**config.mk**
```make
export PLATFORM = sky130hd
export DESIGN_NAME = itrc_invalid_tracker
export DESIGN_NICKNAME = d
export VERILOG_FILES = /design/src/rtl/itrc_pkg.sv /design/src/rtl/itrc_poison_file.sv /design/src/rtl/itrc_ra_cache.sv /design/src/rtl/itrc_invalid_tracker.sv
export SDC_FILE = /design/constraint.sdc
export NUM_CORES = 1
export LEC_CHECK = 0
export BUFFER_PORTS_ARGS = -buffer_cell sky130_fd_sc_hd__buf_2
export CAP_MARGIN = 0
export CELL_PAD_IN_SITES_DETAIL_PLACEMENT = 2
export CELL_PAD_IN_SITES_GLOBAL_PLACEMENT = 2
export CORE_AREA = 2 2 303 305
export CTS_BUF_LIST = sky130_fd_sc_hd__clkbuf_2 sky130_fd_sc_hd__clkbuf_4 sky130_fd_sc_hd__clkbuf_8
export DETAILED_ROUTE_END_ITERATION = 10
export DIE_AREA = 0 0 305 307
export GPL_TIMING_DRIVEN = 0
export PLACE_DENSITY = 0.66
export SYNTH_ARGS = -nofsm -noshare
export SYNTH_HDL_FRONTEND = slang
export SYNTH_HIERARCHICAL = 1
export SYNTH_SLANG_ARGS = --single-unit
```
**constraint.sdc**
```tcl
create_clock -name clk -period 6.37 [get_ports clk]
set_input_delay 1.911 -clock clk [delete_from_list [all_inputs] [get_ports clk]]
set_output_delay 1.911 -clock clk [all_outputs]
set_load 0.02 [all_outputs]
```
**src/rtl/itrc_pkg.sv**
```systemverilog
package itrc_pkg;
    typedef enum logic [0:0] {
        MODE_CLEAN   = 1'b0,
        MODE_TAINTED = 1'b1
    } mode_e;
endpackage

```
**src/rtl/itrc_poison_file.sv**
```systemverilog
module itrc_poison_file #(
    parameter int NUM_PREGS = 32,
    parameter int NUM_SRC   = 2,
    localparam int PW       = $clog2(NUM_PREGS)
) (
    input  logic                  clk,
    input  logic                  rst_n,
    input  logic                  flush,
    input  logic                  lookup_off,
    input  logic [NUM_SRC*PW-1:0] src_flat,
    input  logic                  wr_en,
    input  logic [PW-1:0]         wr_preg,
    input  logic                  wr_inv,
    input  logic                  free_en,
    input  logic [PW-1:0]         free_preg,
    output logic                  src_inv,
    output logic                  any_inv
);
    logic [NUM_PREGS-1:0] poison_q;
    logic [NUM_SRC-1:0]   src_hit;

    for (genvar g = 0; g < NUM_SRC; g++) begin : g_src
        assign src_hit[g] = poison_q[src_flat[g*PW +: PW]];
    end

    assign src_inv = !lookup_off && (|src_hit);
    assign any_inv = |poison_q;

    // release first, issue write second: issue wins on the same register
    always_ff @(posedge clk) begin
        if (!rst_n) begin
            poison_q <= '0;
        end else if (flush) begin
            poison_q <= '0;
        end else begin
            if (free_en) poison_q[free_preg] <= 1'b0;
            if (wr_en)   poison_q[wr_preg]   <= wr_inv;
        end
    end

    AST_WRITE_LANDS: assert property (@(posedge clk) disable iff (!rst_n)
        wr_en && !flush |=> poison_q[$past(wr_preg)] == $past(wr_inv));
    AST_FREE_CLEARS: assert property (@(posedge clk) disable iff (!rst_n)
        free_en && !flush && !(wr_en && wr_preg == free_preg) |=> !poison_q[$past(free_preg)]);
    AST_FLUSH_POISON: assert property (@(posedge clk) disable iff (!rst_n)
        flush |=> poison_q == '0);
endmodule

```
**src/rtl/itrc_ra_cache.sv**
```systemverilog
module itrc_ra_cache #(
    parameter int ENTRIES = 16,
    parameter int ADDR_W  = 16,
    parameter int DATA_W  = 32,
    localparam int IDX_W  = $clog2(ENTRIES),
    localparam int TAG_W  = ADDR_W - IDX_W
) (
    input  logic              clk,
    input  logic              rst_n,
    input  logic              flush,
    input  logic [ADDR_W-1:0] lk_addr,
    output logic              lk_hit,
    output logic              lk_inv,
    output logic [DATA_W-1:0] lk_data,
    input  logic              wr_en,
    input  logic [ADDR_W-1:0] wr_addr,
    input  logic [DATA_W-1:0] wr_data,
    input  logic              wr_inv
);
    logic [ENTRIES-1:0] valid_q;
    logic [ENTRIES-1:0] inv_q;
    logic [TAG_W-1:0]   tag_q  [ENTRIES];
    logic [DATA_W-1:0]  data_q [ENTRIES];

    logic [IDX_W-1:0] lk_idx, wr_idx;
    logic [TAG_W-1:0] lk_tag, wr_tag;

    assign lk_idx = lk_addr[IDX_W-1:0];
    assign lk_tag = lk_addr[ADDR_W-1:IDX_W];
    assign wr_idx = wr_addr[IDX_W-1:0];
    assign wr_tag = wr_addr[ADDR_W-1:IDX_W];

    always_comb begin
        lk_hit  = valid_q[lk_idx] && (tag_q[lk_idx] == lk_tag);
        lk_inv  = lk_hit && inv_q[lk_idx];
        lk_data = (lk_hit && !inv_q[lk_idx]) ? data_q[lk_idx] : '0;
    end

    always_ff @(posedge clk) begin
        if (!rst_n) begin
            valid_q <= '0;
            inv_q   <= '0;
        end else if (flush) begin
            valid_q <= '0;
            inv_q   <= '0;
        end else if (wr_en) begin
            valid_q[wr_idx] <= 1'b1;
            inv_q[wr_idx]   <= wr_inv;
        end
    end

    always_ff @(posedge clk) begin
        if (wr_en && !flush) begin
            tag_q[wr_idx]  <= wr_tag;
            data_q[wr_idx] <= wr_data;
        end
    end

    AST_STORE_LANDS: assert property (@(posedge clk) disable iff (!rst_n)
        wr_en && !flush |=> valid_q[$past(wr_idx)] && tag_q[$past(wr_idx)] == $past(wr_tag));
    AST_FLUSH_CACHE: assert property (@(posedge clk) disable iff (!rst_n)
        flush |=> valid_q == '0);
endmodule

```
**src/rtl/itrc_invalid_tracker.sv**
```systemverilog
module itrc_invalid_tracker
    import itrc_pkg::*;
#(
    parameter int NUM_PREGS  = 32,
    parameter int NUM_SRC    = 2,
    parameter int RC_ENTRIES = 16,
    parameter int ADDR_W     = 16,
    parameter int DATA_W     = 32,
    localparam int PW        = $clog2(NUM_PREGS)
) (
    input  logic                  clk,
    input  logic                  rst_n,
    input  logic                  flush,
    input  logic                  iss_valid,
    input  logic [NUM_SRC*PW-1:0] iss_src,
    input  logic [PW-1:0]         iss_dst,
    input  logic                  iss_load,
    input  logic [ADDR_W-1:0]     iss_addr,
    input  logic                  iss_l2_miss,
    output logic                  iss_dst_inv,
    output logic                  ld_hit,
    output logic [DATA_W-1:0]     ld_data,
    input  logic                  ret_valid,
    input  logic                  ret_store,
    input  logic [ADDR_W-1:0]     ret_addr,
    input  logic [DATA_W-1:0]     ret_data,
    input  logic                  ret_inv,
    input  logic                  free_valid,
    input  logic [PW-1:0]         free_preg
);
    mode_e             mode_q, mode_d;
    logic              lookup_off;
    logic              src_inv, any_inv;
    logic              c_hit, c_inv;
    logic [DATA_W-1:0] c_data;
    logic              load_term, set_evt;

    itrc_poison_file #(.NUM_PREGS(NUM_PREGS), .NUM_SRC(NUM_SRC)) u_pf (
        .clk(clk), .rst_n(rst_n), .flush(flush), .lookup_off(lookup_off),
        .src_flat(iss_src), .wr_en(iss_valid), .wr_preg(iss_dst),
        .wr_inv(iss_dst_inv), .free_en(free_valid), .free_preg(free_preg),
        .src_inv(src_inv), .any_inv(any_inv)
    );

    itrc_ra_cache #(.ENTRIES(RC_ENTRIES), .ADDR_W(ADDR_W), .DATA_W(DATA_W)) u_rc (
        .clk(clk), .rst_n(rst_n), .flush(flush),
        .lk_addr(iss_addr), .lk_hit(c_hit), .lk_inv(c_inv), .lk_data(c_data),
        .wr_en(ret_valid && ret_store), .wr_addr(ret_addr),
        .wr_data(ret_data), .wr_inv(ret_inv)
    );

    assign load_term   = iss_load && (c_hit ? c_inv : iss_l2_miss);
    assign iss_dst_inv = src_inv || load_term;
    assign ld_hit      = iss_load && c_hit;
    assign ld_data     = iss_load ? c_data : '0;
    assign set_evt     = iss_valid && iss_dst_inv && !flush;

    always_ff @(posedge clk) begin
        if (!rst_n) mode_q <= MODE_CLEAN;
        else        mode_q <= mode_d;
    end

    always_comb begin
        mode_d     = mode_q;
        lookup_off = 1'b0;
        unique case (mode_q)
            MODE_CLEAN: begin
                lookup_off = 1'b1;
                if (set_evt) mode_d = MODE_TAINTED;
            end
            MODE_TAINTED: begin
                if (flush)                      mode_d = MODE_CLEAN;
                else if (!any_inv && !set_evt)  mode_d = MODE_CLEAN;
            end
            default: mode_d = MODE_CLEAN;
        endcase
    end

    AST_CLEAN_NO_POISON: assert property (@(posedge clk) disable iff (!rst_n)
        mode_q == MODE_CLEAN |-> !any_inv);
    AST_SET_TAINTS: assert property (@(posedge clk) disable iff (!rst_n)
        set_evt |=> mode_q == MODE_TAINTED);
endmodule

```
==> flow_metrics.tcl, run 1 <==
set metrics [dict create \
    status "finished with violations" \
    failed_checks "setup timing" \
    cp.depth 14 \
    setup_violations 34 \
    setup_ws_ps -461 \
    wl_per_cell_um 31.9 \
    synth_area_mm2 0.0315 \
    clk_path_buf_depth 3 \
    crit_chain "buf_12 -> buf_12 -> buf_12 -> mux4_2 -> mux2i_2 -> mux2i_2 -> xnor2_2 -> o2111ai_4 -> buf_12 -> buf_8 -> nor4_4 -> mux2_4 -> a21o_4 -> buf_6" \
    gp_congestion 0.825 \
    worst_pin_slew_ps 1050 \
    firstDrtPassIters 5 \
    grt_pass1_vias 20800 \
    rsz0062_at_grt "yes" \
    yosys_warnings 6 \
    fillerInstances 8371 \
    syn2layout_area_growth_pct 24.5 \
    worstRegToRegCells 12 \
    grt_max_degree 24 \
    ant_nets 0 \
    netlist_instances 1684 \
    drive_above_1_share_pct 39.6 \
    ys_async_sr_fraction_pct 0 \
    cp_max_fo 7 \
    critPathRequiredTime_ps 4460 \
    min_path_type "reg2reg" \
    synth_edf_count 704 \
    h-tree-depth 3 \
    ios 128 \
    antenna_found_initial 13 \
    leakage_nw 12.9 \
    hold_viol 0 \
    clock_latency_ps 760 \
    drt_iter0_drc 1587 \
    ys.flop_type "edfxtp_1" \
    whs_ps 458 \
    core_area_mm2 0.0907 \
    crit_buf_inv 6 \
    seqPwrFrac_pct 52.2 \
    io_buffers 122 \
    die_area_mm2 0.0936 \
    drcViolationCount 0 \
    routed_wl_mm 107 \
    synth_nets 1778 \
    synth_cell_types 68 \
    startpoint_type "primary input" \
    power.density_mw_per_mm2 271 \
    critPathKind "in2out" \
    vdd_drop_max_mv 0.180 \
    vias_per_cell 5.64 \
    hpwl_mm 68.9 \
    slowest_delay_ps 520 \
    grt_pass1_wl_mm 152 \
    max_freq_mhz 146 \
    cts_tree "built" \
    cpMostUsedCell "buf_12" \
    std_cell_rows 111 \
    die_w_um 305 \
    fin_skew_ps 40.5 \
    drv_slew 0 \
    numClockSinks 769 \
    period_minus_slack_ps 6830 \
    netSwitchingFraction_pct 23.9 \
    switchingPower_mw 2.54 \
    synth-seq-area-share_pct 71.3 \
    layout_worst_path_cycle_share_pct 107 \
    cts_made_buffers 118 \
    crit_arrival_ps 4920 \
    postCtsHoldBufs 0 \
    multi_input_area_mm2 0.00919 \
    cts.clk_slew.worst_paths_ps 60 \
    clockPowerShare_pct 40.0 \
    cap_viol_max_count 0 \
    worstSetupEndpointType "output pin" \
    num_vias 18900 \
    worstHoldPathCells 2 \
    tns_ps -10500 \
    nets 2155 \
    globalRouteOverflowTotal 0 \
    seqCellArea_mm2 0.0224 \
    maxSlewHeadroom_pct 29.6 \
    ys_seq_elements 769 \
    syn_area_per_cell_um2 18.7 \
    cts_root_buf "clkbuf_8" \
    initial_core_util_pct 34.7 \
    comb_power_share_pct 7.9 \
    cpLargestDelayFamily "multiplexers" \
    grtUsageTotal_pct 22.4 \
    die_y_um 307 \
    cell_internal_pwr_mw 8.09 \
    cp_slowest_cell "mux4_2" \
]
-- routing by layer --
layer  routed length [µm]  GRT usage [%]  vias to the layer above
met4                 2310           6.10                       16
li1                     -              -                     7760
met2                55300           39.7                      627
met3                 5690           3.67                      153
met5                  115              0                        -
met1                43300           28.5                    10300
-- timing repair --
action | 4_1_cts | 5_1_grt
endpoints found under the hold margin | 0 | 0
setup endpoints to repair | 34 | 34
buffers inserted | 42 | 17
gates resized for setup | 270 | 88
pin swaps | 53 | 44
cloned | 4 | 3
-- flip-flops by register name, summed over array words and instances (netlist names) --
register and count:
u_rc/tag_q 192, u_pf/poison_q 32, u_rc/inv_q 16, u_rc/data_q 512, u_rc/valid_q 16, mode_q 1
-- final timing paths --
path              slack (ps)                 to          startpoint
setup / recovery        -460        iss_dst_inv         iss_addr[1]
hold / removal           460    u_rc/valid_q[2]     u_rc/valid_q[2]
setup reg to reg        2410  u_pf/poison_q[31]  u_rc/tag_q[12][11]
hold reg to reg          460    u_rc/valid_q[2]     u_rc/valid_q[2]
-- metrics by stage --
step	cell area, µm²	worst slack [ps]	cells	total power, mW	util, %
after floorplan	31500	27.5	1684	6.01	-
after global placement	33600	-4750	2992	6.26	37.1
after detailed placement	34800	-1740	3066	6.30	38.3
after CTS	38700	-596	3326	10.6	42.7
after global routing	39200	-584	3345	10.9	43.2
final	39200	-461	3345	10.6	43.2
-- layout by cell type (no fill, tap or decap), types with 8 or more instances in the layout --
cell type    n
nor2b_1      9
edfxtp_1   704
buf_2      105
o21ai_1     10
clkbuf_2    13
clkinv_1    26
clkbuf_8   132
o21ai_0     27
nor2_1      51
buf_12      34
and2_1      13
nor4_1      10
mux2_2       8
nand3b_1    12
xnor2_1      8
clkinv_2    18
a21oi_2      8
clkbuf_1    23
nand3_1     41
a21oi_1     70
buf_8       22
mux4_2     180
buf_6       95
and2_4      24
a22oi_1     67
dfxtp_1     65
clkbuf_4    40
nor4_4      35
nand2_1     25
mux2i_2      8
nand2b_1    11
o221ai_1    32
buf_16      10
buf_4       42
mux2i_1     40
nor3_2       9
-- kinds of logic after synthesis --
| group | Yosys count | synth area share (%) |
|---|---|---|
| xor gates and xnor gates | 14 | 0.413 |
| and+or+nand+nor | 285 | 5.68 |
| buffers and inverters | 116 | 2.03 |
| muxes | 245 | 15.3 |
| AOI/OAI and AO/OA | 255 | 5.25 |
| DFF | 769 | 71.3 |
-- layout make-up --
class | count | share of cell area (%)
clock inverters | 53 | 0.926
well taps | 1186 | 3.79
repair buffers | 258 | 6.84
multi-input cells | 799 | 23.4
plain buffers | 107 | 2.46
flip-flops and latches | 769 | 57.3
clock buffers | 161 | 5.16
diodes | 4 | 0.0255
inverters | 8 | 0.0766
-- worst min-delay path: stages (launching register included) --
cell	delay, ps
dfxtp_1	310
inv_1	50
a21oi_1	50
-- synthesized netlist by cell type, drive strengths merged (2+ instances only) --
library cell	count	area, µm²
nor4b	2	17.5
xnor2	13	121
a2111oi	3	26.3
nand3b	12	90.1
and3b	2	17.5
or3b	6	52.6
and2	38	239
o221ai	32	280
nor2b	11	68.8
and3	2	12.5
inv	8	30.0
nor3b	5	42.5
nor2	58	218
mux2i	50	500
mux2	10	116
nor4	45	490
nand2b	11	68.8
a211oi	5	37.5
buf	62	435
nand4b	2	23.8
a21oi	84	420
or2	5	31.3
nand4	4	31.3
o22ai	4	25.0
o21ai	44	220
a21o	2	16.3
a221oi	2	23.8
mux4	185	4220
nand2	25	93.8
clkbuf	46	173
or3	3	18.8
dfxtp	65	1300
nand3	41	205
a31oi	2	12.5
nor3	12	60.1
edfxtp	704	21100
a22oi	68	510
-- power by group through the flow --
stage / logic [mW] / clock network, mW / registers [mW]
after global placement: 0.606 / 0 / 5.65
after CTS: 0.782 / 4.30 / 5.55
final: 0.835 / 4.25 / 5.55
after global routing: 0.879 / 4.52 / 5.54
after floorplan: 0.363 / 0 / 5.65
after detailed placement: 0.651 / 0 / 5.65
Power figures use the tool's default switching activity.
==> run 2: changes to the inputs <==
CORE_AREA = 3 3 278 335   (was 2 2 303 305)
DIE_AREA = 0 0 281 338   (was 0 0 305 307)
==> flow_metrics.tcl, run 2 (synthesis results as in run 1) <==
set metrics [dict create \
    status "finished with violations" \
    failed_checks "setup timing" \
    comb_power_share_pct 7.8 \
    grt-busiest-layer "met2" \
    crit_arrival_ps 4940 \
    power.density_mw_per_mm2 272 \
    maxSlewHeadroom_pct 32.0 \
    grt_use_met2_pct 38.7 \
    io_buffers 122 \
    fin_skew_ps 36.5 \
    top_regs "u_rc/data_q (512), u_rc/tag_q (192), u_pf/poison_q (32)" \
    ios 128 \
    netSwitchingFraction_pct 23.7 \
    clock_latency_ps 750 \
    min_path_type "reg2reg" \
    fillerInstances 8343 \
    initial_core_util_pct 34.8 \
    cell_internal_pwr_mw 8.02 \
    period_minus_slack_ps 6860 \
    firstDrtPassIters 5 \
    regMostFlops "u_rc/data_q" \
    clk_path_buf_depth 3 \
    leakage_nw 12.7 \
    setup_violations 34 \
    cts.clk_slew.worst_paths_ps 60 \
    nets 2133 \
    seqCellArea_mm2 0.0224 \
    drt_iter0_drc 1532 \
    critPathKind "in2out" \
    drive_above_1_share_pct 38.2 \
    hold_viol 0 \
    drcViolationCount 0 \
    grt_pass1_wl_mm 150 \
    routed_wl_mm 104 \
    switchingPower_mw 2.49 \
    grtUsageTotal_pct 21.9 \
    cap_viol_max_count 0 \
    gp_congestion 0.812 \
    final_common_cell "edfxtp_1" \
    cp_max_fo 7 \
    startpoint_type "primary input" \
    vias_per_cell 5.60 \
    worstSetupEndpointType "output pin" \
    final_core_utilization_pct 42.8 \
    met1_usage_pct 26.8 \
    postCtsHoldBufs 0 \
    cts_tree "built" \
    grt_pass1_vias 20600 \
    drv_slew 0 \
    antenna_found_initial 10 \
    cts_root_buf "clkbuf_8" \
    die_w_um 281 \
    vdd_drop_max_mv 0.141 \
    multi_input_area_mm2 0.00909 \
    num_vias 18500 \
    core_area_mm2 0.0904 \
    critPathRequiredTime_ps 4460 \
    std_cell_rows 121 \
    final_cell_mix "704 x edfxtp_1, 178 x mux4_2, 128 x clkbuf_8" \
    syn2layout_area_growth_pct 22.9 \
    die_y_um 338 \
    globalRouteOverflowTotal 0 \
    layout_worst_path_cycle_share_pct 108 \
    met3_usage_pct 4.12 \
    h-tree-depth 3 \
    seqPwrFrac_pct 52.7 \
    tns_ps -11190 \
    grt_max_degree 24 \
    clockPowerShare_pct 39.5 \
    numClockSinks 769 \
    max_freq_mhz 146 \
    die_area_mm2 0.0950 \
    wl_per_cell_um 31.5 \
    ant_nets 0 \
    setup_ws_ps -485 \
    worst_pin_slew_ps 1020 \
    cts_made_buffers 115 \
    hpwl_mm 68.4 \
    rsz0062_at_grt "yes" \
    largest_reg_flops 512 \
]
[run 2: stage by stage]
stage	std cells	power, mW	instance area, µm²	setup slack, ps	hold slack, ps
2_1_floorplan	1684	6.01	31500	27.5	421
3_3_place_gp	2974	6.26	33600	-4360	437
3_5_place_dp	3043	6.30	34700	-1880	446
4_1_cts	3289	10.5	38200	-520	455
5_1_grt	3305	10.9	38700	-569	477
6_report	3307	10.5	38700	-485	455
[run 2: power by group through the flow]
stage                     logic [mW]  registers, mW  clock network, mW
after floorplan                0.363           5.65                  0
after global placement         0.608           5.65                  0
after detailed placement       0.650           5.65                  0
after CTS                      0.765           5.54               4.23
after global routing           0.863           5.54               4.46
final                          0.816           5.54               4.16
[run 2: final cells by class]
class                   count  share of cell area (%)
clock inverters            58                    1.00
multi-input cells         799                    23.5
diodes                      4                  0.0259
well taps                1168                    3.78
repair buffers            238                    6.18
inverters                   8                  0.0776
clock buffers             155                    5.05
plain buffers             108                    2.38
flip-flops and latches    769                    58.0
[run 2: what timing repair did]
item                                    in CTS  in global routing
endpoints found under the setup margin      34                 34
gates resized for setup                    209                 93
setup buffers                               31                 13
pin swaps                                   42                 43
gates cloned                                 2                  3
[run 2: metal layers]
metal	up-vias	part of all wire [%]
met4	6	2.8
met5	-	0.034
met1	10000	39
met2	609	53
li1	7731	-
met3	170	5.4
[run 2: final timing paths]
path,start,to,slack [ps],depth (start not counted)
setup reg to reg,u_rc/tag_q[1][1],u_pf/poison_q[16],2530,13
hold / removal,u_rc/valid_q[2],u_rc/valid_q[2],450,2
hold reg to reg,u_rc/valid_q[2],u_rc/valid_q[2],450,2
setup / recovery,iss_addr[2],iss_dst_inv,-490,15
[run 2: critical path: stages]
cell and delay [ps]:
buf_12 110, buf_12 120, buf_12 130, buf_12 140
buf_4 140, nor2_2 240, a221oi_2 120, a211oi_1 220
a221o_1 240, o2111ai_4 290, buf_8 220, nor4_4 290
mux2_4 350, a21o_4 240, buf_6 140
